### src/rtl/guard_wdt_pkg.sv
package guard_wdt_pkg;
  localparam int RATE_W = 3;
  localparam int KEY_W  = 8;
  localparam logic [KEY_W-1:0] KEY_OPEN  = 8'h55;
  localparam logic [KEY_W-1:0] KEY_CLOSE = 8'hAA;
  localparam int MAX_EXTRA = 10;

  typedef enum logic {KS_IDLE, KS_OPEN} key_state_t;

  // extra doubling stages beyond the base period for each rate code
  function automatic int unsigned rate_extra(input int unsigned rate);
    if (rate == 0)      return 0;
    else if (rate <= 5) return 2 * (rate - 1);
    else if (rate == 6) return 9;
    else                return 10;
  endfunction
endpackage

### src/rtl/guard_wdt_period.sv
module guard_wdt_period
  import guard_wdt_pkg::*;
#(
  parameter int BASE_LOG2 = 14,
  parameter int CNT_W     = BASE_LOG2 + MAX_EXTRA
) (
  input  logic [RATE_W-1:0] rate_i,
  output logic              en_o,
  output logic [CNT_W-1:0]  last_o,
  output logic [CNT_W-1:0]  win_start_o
);
  localparam int NRATE = 1 << RATE_W;

  logic [CNT_W-1:0] last_tab  [NRATE];
  logic [CNT_W-1:0] start_tab [NRATE];

  for (genvar g = 0; g < NRATE; g++) begin : g_rate
    if (g == 0) begin : g_off
      assign last_tab[g]  = '0;
      assign start_tab[g] = '0;
    end else begin : g_on
      localparam int LG = BASE_LOG2 + int'(rate_extra(g));
      assign last_tab[g]  = CNT_W'((64'd1 << LG) - 64'd1);
      assign start_tab[g] = CNT_W'(64'd3 << (LG - 2));
    end
  end

  assign en_o        = (rate_i != '0);
  assign last_o      = last_tab[rate_i];
  assign win_start_o = start_tab[rate_i];
endmodule

### src/rtl/guard_wdt_counter.sv
module guard_wdt_counter #(
  parameter int CNT_W = 24
) (
  input  logic             clk_i,
  input  logic             rst_ni,
  input  logic             tick_i,
  input  logic             clear_i,
  input  logic [CNT_W-1:0] last_i,
  output logic [CNT_W-1:0] cnt_o,
  output logic             expire_o
);
  logic [CNT_W-1:0] cnt_q;

  always_ff @(posedge clk_i or negedge rst_ni) begin
    if (!rst_ni)             cnt_q <= '0;
    else if (clear_i)        cnt_q <= '0;
    else if (tick_i) begin
      if (cnt_q == last_i)   cnt_q <= '0;
      else                   cnt_q <= cnt_q + 1'b1;
    end
  end

  assign cnt_o    = cnt_q;
  assign expire_o = tick_i && (cnt_q == last_i);

  assert_hold_R8: assert property (@(posedge clk_i) disable iff (!rst_ni)
    (!tick_i && !clear_i) |=> $stable(cnt_q));

  assert_clear_R4: assert property (@(posedge clk_i) disable iff (!rst_ni)
    clear_i |=> (cnt_q == '0));
endmodule

### src/rtl/guard_wdt_keychk.sv
module guard_wdt_keychk
  import guard_wdt_pkg::*;
(
  input  logic             clk_i,
  input  logic             rst_ni,
  input  logic             clear_i,
  input  logic             fire_i,
  input  logic [KEY_W-1:0] data_i,
  input  logic             win_en_i,
  input  logic             in_win_i,
  output logic             service_o,
  output logic             fault_o
);
  key_state_t state_q, state_d;

  always_comb begin
    state_d   = state_q;
    service_o = 1'b0;
    fault_o   = 1'b0;
    if (fire_i) begin
      if (win_en_i && !in_win_i) begin
        fault_o = 1'b1;
        state_d = KS_IDLE;
      end else if (data_i == KEY_OPEN) begin
        state_d = KS_OPEN;
      end else if (data_i == KEY_CLOSE && state_q == KS_OPEN) begin
        service_o = 1'b1;
        state_d   = KS_IDLE;
      end else begin
        fault_o = 1'b1;
        state_d = KS_IDLE;
      end
    end
    if (clear_i) state_d = KS_IDLE;
  end

  always_ff @(posedge clk_i or negedge rst_ni) begin
    if (!rst_ni) state_q <= KS_IDLE;
    else         state_q <= state_d;
  end

  assert_excl_R6: assert property (@(posedge clk_i) disable iff (!rst_ni)
    !(service_o && fault_o));

  assert_open_R6: assert property (@(posedge clk_i) disable iff (!rst_ni)
    (fire_i && !clear_i && !fault_o && data_i == KEY_OPEN) |=> (state_q == KS_OPEN));
endmodule

### src/rtl/guard_wdt.sv
module guard_wdt
  import guard_wdt_pkg::*;
#(
  parameter int BASE_LOG2 = 14
) (
  input  logic              clk_i,
  input  logic              rst_ni,
  input  logic              cfg_we,
  input  logic [RATE_W-1:0] cfg_rate,
  input  logic              cfg_window,
  input  logic              cfg_stop_run,
  input  logic              cfg_wait_hold,
  input  logic              arm_valid,
  output logic              arm_ready,
  input  logic [KEY_W-1:0]  arm_data,
  input  logic              sys_wait,
  input  logic              sys_pstop,
  output logic              wdt_reset
);
  localparam int CNT_W = BASE_LOG2 + MAX_EXTRA;

  logic [RATE_W-1:0] rate_q;
  logic              win_q, stop_run_q, wait_hold_q;
  logic              enabled, tick, arm_fire, in_win;
  logic              service, fault, expire, clr_cnt, req_q;
  logic [CNT_W-1:0]  cnt, period_last, win_start;

  always_ff @(posedge clk_i or negedge rst_ni) begin
    if (!rst_ni) begin
      rate_q      <= '0;
      win_q       <= 1'b0;
      stop_run_q  <= 1'b0;
      wait_hold_q <= 1'b0;
    end else if (cfg_we) begin
      rate_q      <= cfg_rate;
      win_q       <= cfg_window;
      stop_run_q  <= cfg_stop_run;
      wait_hold_q <= cfg_wait_hold;
    end
  end

  guard_wdt_period #(.BASE_LOG2(BASE_LOG2), .CNT_W(CNT_W)) period_i (
    .rate_i      (rate_q),
    .en_o        (enabled),
    .last_o      (period_last),
    .win_start_o (win_start)
  );

  assign tick = enabled
              && !(sys_pstop && !stop_run_q)
              && !(sys_wait && wait_hold_q);

  assign arm_ready = 1'b1;
  assign arm_fire  = arm_valid && arm_ready && enabled;
  assign in_win    = (cnt >= win_start);
  assign clr_cnt   = cfg_we || service || fault;

  guard_wdt_counter #(.CNT_W(CNT_W)) counter_i (
    .clk_i    (clk_i),
    .rst_ni   (rst_ni),
    .tick_i   (tick),
    .clear_i  (clr_cnt),
    .last_i   (period_last),
    .cnt_o    (cnt),
    .expire_o (expire)
  );

  guard_wdt_keychk keychk_i (
    .clk_i     (clk_i),
    .rst_ni    (rst_ni),
    .clear_i   (cfg_we),
    .fire_i    (arm_fire),
    .data_i    (arm_data),
    .win_en_i  (win_q),
    .in_win_i  (in_win),
    .service_o (service),
    .fault_o   (fault)
  );

  // a completed key sequence outranks a simultaneous expiry
  always_ff @(posedge clk_i or negedge rst_ni) begin
    if (!rst_ni) req_q <= 1'b0;
    else         req_q <= fault || (expire && !service);
  end

  assign wdt_reset = req_q;

  assert_idle_zero_R1: assert property (@(posedge clk_i) disable iff (!rst_ni)
    !enabled |-> (cnt == '0));

  assert_quiet_R1: assert property (@(posedge clk_i) disable iff (!rst_ni)
    !enabled |=> !wdt_reset);

  assert_bound_R2: assert property (@(posedge clk_i) disable iff (!rst_ni)
    enabled |-> (cnt <= period_last));

  assert_badkey_R5: assert property (@(posedge clk_i) disable iff (!rst_ni)
    (arm_fire && arm_data != KEY_OPEN && arm_data != KEY_CLOSE) |=> wdt_reset);

  assert_window_R7: assert property (@(posedge clk_i) disable iff (!rst_ni)
    (arm_fire && win_q && cnt < win_start) |=> wdt_reset);
endmodule

### config.mk
export PLATFORM = sky130hd
export DESIGN_NAME = guard_wdt
export DESIGN_NICKNAME = d
export VERILOG_FILES = /design/src/rtl/guard_wdt_pkg.sv /design/src/rtl/guard_wdt_period.sv /design/src/rtl/guard_wdt_counter.sv /design/src/rtl/guard_wdt_keychk.sv /design/src/rtl/guard_wdt.sv
export SDC_FILE = /design/constraint.sdc
export NUM_CORES = 1
export LEC_CHECK = 0
export BUFFER_PORTS_ARGS = -buffer_cell sky130_fd_sc_hd__buf_2
export CORE_MARGIN = 4
export CORE_UTILIZATION = 53
export CTS_BUF_LIST = sky130_fd_sc_hd__clkbuf_16
export DETAILED_ROUTE_END_ITERATION = 8
export PLACE_DENSITY = 0.72
export RECOVER_POWER = 25
export SYNTH_ARGS = -nofsm -noshare
export SYNTH_HDL_FRONTEND = slang
export SYNTH_HIERARCHICAL = 1
export SYNTH_SLANG_ARGS = --single-unit
### constraint.sdc
create_clock -name clk_i -period 4.6 [get_ports clk_i]
set_clock_uncertainty 0.1 [all_clocks]
set_input_delay 0.23 -clock clk_i [delete_from_list [all_inputs] [get_ports clk_i]]
set_output_delay 0.23 -clock clk_i [all_outputs]
set_load 0.005 [all_outputs]
==> impl_metrics.ini, run 1 <==
[run_status]
status = finished, violations left
violations = capacitance limit, slew limit

[clocking]
postCtsSetupBuffers = 0
cts_buffer_depth = 2
clock_latency_ns = 0.28
cts.sink_count = 32
clkTransAtPathRegs_ns = 0.05
numCtsBuffers = 5
htreeDepth = 2
ctsRootBufferMaster = clkbuf_16
cts_tree = yes

[synth]
synth_warnings = 6
seq_area_frac_synth_pct = 26.8
yosys.area_share.simple_pct = 22.3
synth.top_cell.area_share_pct = 26.8
synth_fa_ha_area_share_pct = 12.1
synth_area_leaders = dfrtp_1, ha_1, xor2_1, buf_4, inv_1
yosys.area.top_type = dfrtp_1
synth_compound_area_share_pct = 7.41
synth_cell_type_count = 51
synth-seq-cells = 32
ys.flop_type = dfrtp_1
async_flop_share_pct = 100
synth_edf_count = 0
synthCells = 345
synth-xor-area-share_pct = 12.9
synth_top_family_by_area = simple AND/OR/NAND/NOR gates
netlist_area_um2 = 2990
avgSynthCellArea_um2 = 8.66
muxShareOfSynthArea_pct = 2.26

[timing]
finalSetupViolCount = 0
post-route-period-util_pct = 94.7
layout_min_cycle_time_ns = 4.35
slew_headroom_pct = -15.7
worstMarginPinSlew_ns = 1.74
finalHoldViolations = 0
drv_slew = 33
clock.fmax_mhz = 230

[pwr]
power_w = 0.000788
power_density_nw_per_um2 = 255
p_sw_w = 0.000198
p_leak_nw = 1.36
p_clk_share_pct = 47.0
p_comb_share_pct = 15.1
sw_frac_of_total_pct = 25.1
intPower_w = 0.000590
ir_drop_uv = 141
p_seq_share_pct = 37.9

[final_layout]
final_util_pct = 56.4
final_nets = 388
num_antenna_cells = 0
area_growth_pct = 3.27
drive_gt1_share_pct = 13.8

[global_route]
grt-ovfl-total = 0
grt_pass1_wl_um = 9960
first_global_vias = 2067
grt_start_max_net_pins = 33
antenna_found_initial = 0
grt.total_usage_pct = 17.6

[run]
cap_violations = 1

[die]
ios = 22
die_w_um = 83.1
rows = 27
die_h_um = 83.1
design.die.area_um2 = 6900
core_area_um2 = 5470
initial_utilization_pct = 54.6

[worst_setup_path]
crit_fanout = 6
r2r_slack_ns = 0.25
end_kind = register
crit_type = reg2reg
cp_data_required_time_ns = 4.70
worstPathArrival_ns = 4.45
worstSetupStartpointType = register

[worst_hold_path]
min_path_type = in2reg

[route]
drt-total-wl_um = 6060
drtIter0Drc = 146
routedWlPerCell_um = 14.7
vias_per_cell = 5.37
dr_total_vias = 2213
dr.pass1.iters = 4
ant_nets = 0
drc = 0

[placement]
gp_congestion = 0.824
io_buffer_count = 20
hpwl_um = 4500
-- power by group through the flow --
stage | clock [W] | combinational (W) | sequential [W]
2_1_floorplan | 0 | 0.000117 | 0.000300
3_3_place_gp | 0 | 0.000112 | 0.000303
3_5_place_dp | 0 | 0.000116 | 0.000304
4_1_cts | 0.000376 | 0.000118 | 0.000299
5_1_grt | 0.000392 | 0.000134 | 0.000300
6_report | 0.000370 | 0.000119 | 0.000299
-- cell usage after synthesis, types with 2 or more instances --
| cell | count |
|---|---|
| buf_4 | 38 |
| inv_1 | 33 |
| xor2_1 | 33 |
| dfrtp_1 | 32 |
| ha_1 | 29 |
| nor2_1 | 26 |
| nand2_1 | 20 |
| nand3_1 | 11 |
| xnor2_1 | 11 |
| a21oi_1 | 10 |
| nand4_1 | 9 |
| nor4_1 | 7 |
| o21ai_0 | 7 |
| and2_1 | 6 |
| mux2_2 | 6 |
| buf_2 | 5 |
| nor3_1 | 5 |
| or3_1 | 5 |
| and4bb_1 | 3 |
| buf_6 | 3 |
| nand2b_1 | 3 |
| nor2b_1 | 3 |
| or2_1 | 3 |
| a21o_1 | 2 |
| and2b_1 | 2 |
| and3_1 | 2 |
| and4_1 | 2 |
| clkbuf_1 | 2 |
| conb_1 | 2 |
| nor2_2 | 2 |
| nor3_2 | 2 |
| o211ai_1 | 2 |
-- final cells by class --
type,count,area (um^2)
Sequential cell,32,801
Tap cell,72,90.1
Timing Repair Buffer,24,130
Clock inverter,3,37.5
Fill cell,513,2390
Multi-Input combinational cell,243,1780
Clock buffer,5,125
Inverter,33,124
-- final timing paths --
path	cells past startpoint	startpoint	end
max in group asynchronous	2	rst_ni	counter_i/cnt_o[15]$_DFFE_PN0P_
worst max-delay path	19	rate_q[1]$_DFFE_PN0P_	counter_i/cnt_o[19]$_DFFE_PN0P_
min in group asynchronous	2	rst_ni	stop_run_q$_DFFE_PN0P_
worst max register to register	19	rate_q[1]$_DFFE_PN0P_	counter_i/cnt_o[19]$_DFFE_PN0P_
worst min register to register	1	stop_run_q$_DFFE_PN0P_	stop_run_q$_DFFE_PN0P_
worst min-delay path	2	cfg_rate[1]	rate_q[1]$_DFFE_PN0P_
-- state kept, by name (all words and copies together) (netlist names) --
name              cells
counter_i/cnt_o      24
rate_q                3
keychk_i/state_q      1
win_q                 1
stop_run_q            1
wait_hold_q           1
wdt_reset             1
-- critical path: stages, from the launching register on --
cell	delay (ns)
dfrtp_1	0.43
inv_1	0.09
ha_1	0.27
and2_1	0.11
inv_1	0.04
ha_1	0.30
nand4_1	0.12
nor3_2	0.24
nand4_1	0.14
o211ai_1	0.18
o21bai_1	0.12
or2b_1	0.15
nand4_1	0.17
nor4b_2	0.33
or3_4	0.21
o2111ai_2	0.18
or2_4	0.33
or2_4	0.28
or3_1	0.35
a21oi_1	0.15
-- per-layer routing --
metal | vias to the layer above | share of wire, % | global-route usage, %
met2 | 36 | 49 | 27.7
met3 | 9 | 3.3 | 2.68
li1 | 1095 | - | -
met5 | - | 0 | 0
met1 | 1073 | 46 | 24.0
met4 | 0 | 1.8 | 7.58
-- layout by cell type (no fill, tap or decap), drive strengths merged, types with 8 or more instances in the layout --
cell,count
inv,33
nand4,9
ha,29
dfrtp,32
nand2,20
a21oi,10
xor2,33
nor2,28
xnor2,11
conb,13
nand3,11
nor4,8
buf,21
-- cells by family (layout without fill, tap and decap cells) --
logic type,Yosys count,count (layout)
compound gates,33,33
simple gates,118,118
fa+ha+maj,29,29
flops,32,32
xor+xnor,44,44
other cells,2,13
buf+inv,81,65
mux,6,6
-- metrics by stage --
step	cells	setup TNS, ns	hold slack [ns]	cell area [um^2]	setup WS, ns
after floorplan	356	0	-0.166	3030	0.551
after global placement	403	0	0.227	2900	0.331
after detailed placement	403	0	0.234	2900	0.143
after CTS	412	0	0.0841	3070	0.108
after global routing	412	-0.00308	0.0975	3090	-0.00308
final	412	0	0.0867	3090	0.246
-- timing repair --
item,4_1_cts,5_1_grt
hold endpoints to repair,32,0
hold buffers,1,0
endpoints found under the setup margin,0,7
gates resized for setup,0,4
(Power assumes the default switching activity.)
==> inputs of run 2 (changes only) <==
--- a/config.mk
+++ b/config.mk
@@ -7,10 +7,9 @@
 export LEC_CHECK = 0
 export BUFFER_PORTS_ARGS = -buffer_cell sky130_fd_sc_hd__buf_2
 export CORE_MARGIN = 4
-export CORE_UTILIZATION = 53
+export CORE_UTILIZATION = 45
 export CTS_BUF_LIST = sky130_fd_sc_hd__clkbuf_16
 export DETAILED_ROUTE_END_ITERATION = 8
-export PLACE_DENSITY = 0.72
 export RECOVER_POWER = 25
 export SYNTH_ARGS = -nofsm -noshare
 export SYNTH_HDL_FRONTEND = slang
==> run 2 against run 1 <==
  * The run still ends with capacitance limit, slew limit left
  * Hold slack worse by 0.0039 ns
  * Sequential power barely moved
  * Flip-flop and latch count unchanged
  * Largest power group unchanged
  * Non-clock buffer count up 1
  * Critical path type unchanged
==> impl_metrics.ini, run 2 (synthesis gave the netlist of run 1 again) <==
[run_status]
status = finished, violations left
violations = capacitance limit, slew limit

[timing]
finalSetupTns_ns = 0
finalHoldViolations = 0
drv_slew = 33
post-route-period-util_pct = 93.1
clock.fmax_mhz = 234
layout_min_cycle_time_ns = 4.28
slew_headroom_pct = -17.6
worstMarginPinSlew_ns = 1.76
finalSetupViolCount = 0
holdWs_ns = 0.0828

[clocking]
htreeDepth = 2
numCtsBuffers = 5
postCtsSetupBuffers = 0
ctsRootBufferMaster = clkbuf_16
cts_buffer_depth = 2
cts.sink_count = 32
clkTransAtPathRegs_ns = 0.05
cts_tree = yes
clock_latency_ns = 0.28

[final_layout]
num_antenna_cells = 0
final_util_pct = 48.3
drive_gt1_share_pct = 15.0
area_growth_pct = 3.14
nFillCells = 622
largest_reg_flops = 24
final_nets = 389
stdcell_count = 418
layout_common_cells = inv_1, xor2_1, dfrtp_1, ha_1, nor2_1

[pwr]
p_leak_nw = 1.36
ir_drop_uv = 173
power_density_nw_per_um2 = 238
power_w = 0.000735

[die]
initial_utilization_pct = 46.8
design.die.area_um2 = 8010
die_h_um = 89.5
die_w_um = 89.5
ios = 22
core_area_um2 = 6390
rows = 29

[worst_setup_path]
worstSetupStartpointType = register
worstPathArrival_ns = 4.38
max_stage_delay_ns = 0.43
crit_type = reg2reg
crit_path_end = counter_i/cnt_o[23]$_DFFE_PN0P_
cp.depth = 19
reg2reg_depth = 19
regToRegStartpoint = rate_q[1]$_DFFE_PN0P_
end_kind = register
critPathLaunch = rate_q[1]$_DFFE_PN0P_
critPathBufInv = 2
crit_path_top_delay_cell = dfrtp_2
cp_data_required_time_ns = 4.70
r2r-end = counter_i/cnt_o[23]$_DFFE_PN0P_
cp_top_family = simple AND/OR/NAND/NOR gates
crit_fanout = 6
r2r_slack_ns = 0.32
crit_path_cell_trace = inv_1, ha_1, and2_1, inv_1, ha_1, nand2_1, nor3_2, nand4_1, o211ai_1, o21bai_1, or2b_1, nand4_1, nor4b_2, or3_4, o2111ai_2, or2_4, or2_4, or3_1, a21oi_1

[route]
vias_per_cell = 5.18
dr_total_vias = 2165
drc = 0
drt-total-wl_um = 5980
drtIter0Drc = 108
dr.pass1.iters = 4
ant_nets = 0
routedWlPerCell_um = 14.3

[global_route]
antenna_found_initial = 0
grt-ovfl-total = 0
first_global_vias = 2070
grt.total_usage_pct = 16.8
grt_pass1_wl_um = 10300
grt_start_max_net_pins = 33

[run]
cap_violations = 1

[worst_hold_path]
worstHoldStart = cfg_rate[2]
min_path_type = in2reg
whs_path_depth = 2

[placement]
dp_cells = 409
io_buffer_count = 20
gp_congestion = 0.891
hpwl_um = 4570
==> run 2: changes by cell type in the layout (fill, tap and decap cells not counted) <==
cell,delta
clkinv_2,+2
buf_4,+1
bufinv_16,-1
clkinv_1,-1
dfrtp_1,-1
dfrtp_2,+1
nor3_1,-1
nor3_2,+1
==> run 2: cell type report <==
type	instances	area, um^2	share of cell area [%]
tap	77	96.3	3.13
inverter	33	124	4.02
multi-input combinational	243	1780	57.9
clock inverter	3	13.8	0.447
sequential	32	802	26.0
clock buffer	5	125	4.06
timing repair buffer	25	138	4.47
==> run 2: layer usage <==
layer	up-vias	track usage [%]	share of wire, %
met3	7	2.21	2.4
met2	26	27.3	48
met4	0	6.50	1.6
met5	-	0	0
li1	1097	-	-
met1	1035	22.6	48
==> run 2: timing repair <==
action / 4_1_cts / 5_1_grt
gates resized for setup: 0 / 6
endpoints found under the hold margin: 32 / 0
setup endpoints to repair: 0 / 15
hold buffers: 1 / 0
==> run 2: worst min-delay path by stage <==
| stage | to | slack (ns) |
|---|---|---|
| floorplan | counter_i/cnt_o[0]$_DFFE_PN0P_ | -0.17 |
| global placement | rate_q[0]$_DFFE_PN0P_ | 0.24 |
| detailed placement | rate_q[0]$_DFFE_PN0P_ | 0.24 |
| CTS | rate_q[2]$_DFFE_PN0P_ | 0.08 |
| global route | rate_q[2]$_DFFE_PN0P_ | 0.09 |
| finish | rate_q[2]$_DFFE_PN0P_ | 0.08 |
==> run 2: stage by stage <==
| stage | area [um^2] | setup WS (ns) |
|---|---|---|
| 3_3_place_gp | 2910 | 0.280 |
| 2_1_floorplan | 3030 | 0.551 |
| 3_5_place_dp | 2910 | 0.107 |
| 4_1_cts | 3060 | 0.0664 |
| 6_report | 3080 | 0.319 |
| 5_1_grt | 3080 | -0.00127 |
==> run 2: where the power goes <==
group	switching (W)	internal (W)	leakage, nW
combinational	0.0000693	0.0000497	0.860
sequential	0.0000100	0.000289	0.430
clock	0.000120	0.000196	0.0710
total	0.000199	0.000535	1.36
==> run 2: worst register-to-register path, delay by kind of cell, from the launching register on <==
kind,cells,cell delay (ns)
flip-flops,1,0.43
adder cells (fa/ha/maj),2,0.49
AND/OR/NAND/NOR,11,2.40
AO/OA/AOI/OAI,4,0.64
buffers and inverters,2,0.15
==> inputs of run 3 (changes only) <==
--- a/config.mk
+++ b/config.mk
@@ -10,6 +10,7 @@
 export CORE_UTILIZATION = 45
 export CTS_BUF_LIST = sky130_fd_sc_hd__clkbuf_16
 export DETAILED_ROUTE_END_ITERATION = 8
+export GPL_TIMING_DRIVEN = 0
 export RECOVER_POWER = 25
 export SYNTH_ARGS = -nofsm -noshare
 export SYNTH_HDL_FRONTEND = slang
==> run 3 against run 2 <==
  * Largest cell class unchanged
  * The flow still finishes with violations (capacitance limit, slew limit)
  * Total power is 6.2% higher
  * Clock power about the same
  * Hold slack better by 0.0014 ns
  * Largest power group unchanged
  * Fmax shrank 2.2%
  * Critical endpoint unchanged
  * Combinational power increased by 38%
==> impl_metrics.ini, run 3 (synthesis gave the netlist of run 1 again) <==
[global_route]
grt-ovfl-total = 0
first_global_vias = 2326
grt.total_usage_pct = 17.5
grt_pass1_wl_um = 10800
grt_start_max_net_pins = 33
antenna_found_initial = 0

[clocking]
cts_tree = yes
htreeDepth = 2
clkTransAtPathRegs_ns = 0.05
cts_buffer_depth = 2
clock_latency_ns = 0.28
numCtsBuffers = 5
cts.sink_count = 32
ctsRootBufferMaster = clkbuf_16

[timing]
worstMarginPinSlew_ns = 1.77
clock.fmax_mhz = 228
rsz0062_at_grt = true
drv_slew = 33
holdWs_ns = 0.0842
post-route-period-util_pct = 95.2
finalHoldViolations = 0
slew_headroom_pct = -18.0
finalSetupViolCount = 0
layout_min_cycle_time_ns = 4.38

[final_layout]
area_growth_pct = 16.8
final_common_cell = buf_4
largest_reg_flops = 24
num_antenna_cells = 0
nFillCells = 591
final_cell_area_um2 = 3490
final_nets = 437
layout_common_cells = buf_4, xor2_1, inv_1, dfrtp_1
drive_gt1_share_pct = 26.5
final_util_pct = 54.6

[route]
drc = 0
dr.pass1.iters = 6
vias_per_cell = 4.98
drtIter0Drc = 81
drt-total-wl_um = 6270
routedWlPerCell_um = 13.5
dr_total_vias = 2320
ant_nets = 0

[die]
die_w_um = 89.5
initial_utilization_pct = 46.8
ios = 22
rows = 29
die_h_um = 89.5
core_area_um2 = 6390
design.die.area_um2 = 8010

[pwr]
p_sw_w = 0.000209
ir_drop_uv = 178
p_leak_nw = 1.60
p_clk_share_pct = 40.8
power_density_nw_per_um2 = 224
sw_frac_of_total_pct = 26.8
p_seq_share_pct = 38.2
p_comb_share_pct = 21.1
intPower_w = 0.000571

[worst_setup_path]
path_common_cell = buf_4
crit_type = reg2reg
crit_path_top_delay_cell = dfrtp_1
worstPathArrival_ns = 4.49
crit_path_cell_trace = inv_2, ha_4, and2_1, buf_4, inv_1, ha_1, a21oi_1, o21ai_0, a221oi_1, o211ai_1, o21bai_1, or2b_1, buf_4, nand3_1, o311a_1, or3_4, o2111ai_4, or2_1, buf_6, or2_4, or3_1, a21oi_2
max_stage_delay_ns = 0.42
cp_data_required_time_ns = 4.71
worstSetupStartpointType = register
end_kind = register
crit_fanout = 8

[placement]
hpwl_um = 4710
placed_area_um2 = 3230
io_buffer_count = 20
gp_congestion = 0.770

[worst_hold_path]
min_path_type = in2reg

[run_status]
violations = capacitance limit, slew limit
status = finished, violations left

[run]
cap_violations = 1
run 3: cell count changes in the layout (fill, tap and decap cells not counted), moves of 2 or more:
| cell | delta |
|---|---|
| a21oi_1 | -2 |
| a21oi_2 | +2 |
| buf_2 | +6 |
| buf_4 | +37 |
| buf_6 | +3 |
| clkinv_2 | -2 |
| ha_1 | -3 |
| ha_4 | +2 |
| inv_2 | +2 |
run 3: final cells by class:
class,count,area (um^2),area share (%)
clock buffers,5,125,3.59
clock inverters,3,15.0,0.430
flip-flops and latches,32,803,23.0
well taps,77,96.3,2.76
multi-input cells,243,1830,52.5
repair buffers,25,141,4.05
inverters,33,124,3.55
plain buffers,48,352,10.1
run 3: power groups by stage:
| stage | Combinational, W | Clock [W] | Sequential (W) |
|---|---|---|---|
| after floorplan | 0.000117 | 0 | 0.000300 |
| after global placement | 0.000150 | 0 | 0.000302 |
| after detailed placement | 0.000153 | 0 | 0.000302 |
| after CTS | 0.000156 | 0.000329 | 0.000297 |
| after global routing | 0.000186 | 0.000341 | 0.000299 |
| final | 0.000164 | 0.000318 | 0.000298 |
run 3: path summary, 6_finish.rpt:
path,slack (ns),cells after the start,start,end
max in group asynchronous,2.39,2,rst_ni,rate_q[1]$_DFFE_PN0P_
min,0.08,2,cfg_window,win_q$_DFFE_PN0P_
max reg2reg,0.22,22,rate_q[0]$_DFFE_PN0P_,counter_i/cnt_o[23]$_DFFE_PN0P_
min reg2reg,0.40,1,win_q$_DFFE_PN0P_,win_q$_DFFE_PN0P_
max,0.22,22,rate_q[0]$_DFFE_PN0P_,counter_i/cnt_o[23]$_DFFE_PN0P_
min in group asynchronous,0.85,2,rst_ni,rate_q[0]$_DFFE_PN0P_
run 3: per-stage QoR:
stage / setup TNS, ns / setup slack (ns) / cells / power (W)
2_1_floorplan: 0 / 0.551 / 356 / 0.000417
3_3_place_gp: 0 / 0.0478 / 453 / 0.000452
3_5_place_dp: 0 / 0.0160 / 453 / 0.000455
4_1_cts: 0 / 0.0207 / 463 / 0.000782
5_1_grt: -0.0343 / -0.0343 / 466 / 0.000826
6_report: 0 / 0.221 / 466 / 0.000780
run 3: critical path: cells and delay by family, from the launching register on:
kind,cells,cell delay (ns)
and+or+nand+nor,7,1.51
AOI/OAI and AO/OA,8,1.33
buffers and inverters,5,0.52
adders and majority gates,2,0.43
DFF,1,0.42
run 3: routing by layer:
| metal | track usage (%) | part of all wire (%) | vias up |
|---|---|---|---|
| li1 | - | - | 1195 |
| met1 | 23.1 | 50 | 1100 |
| met2 | 29.1 | 47 | 20 |
| met3 | 2.76 | 1.9 | 5 |
| met4 | 5.68 | 1.1 | 0 |
| met5 | 0 | 0 | - |
run 3: repair_timing:
action                                  in CTS  in global routing
cloned                                       0                  0
buffers inserted                             0                  3
endpoints found under the setup margin       3                 13
endpoints found under the hold margin       33                  0
pin swaps                                    0                 10
hold buffers                                 2                  0
gates resized for setup                      1                 17
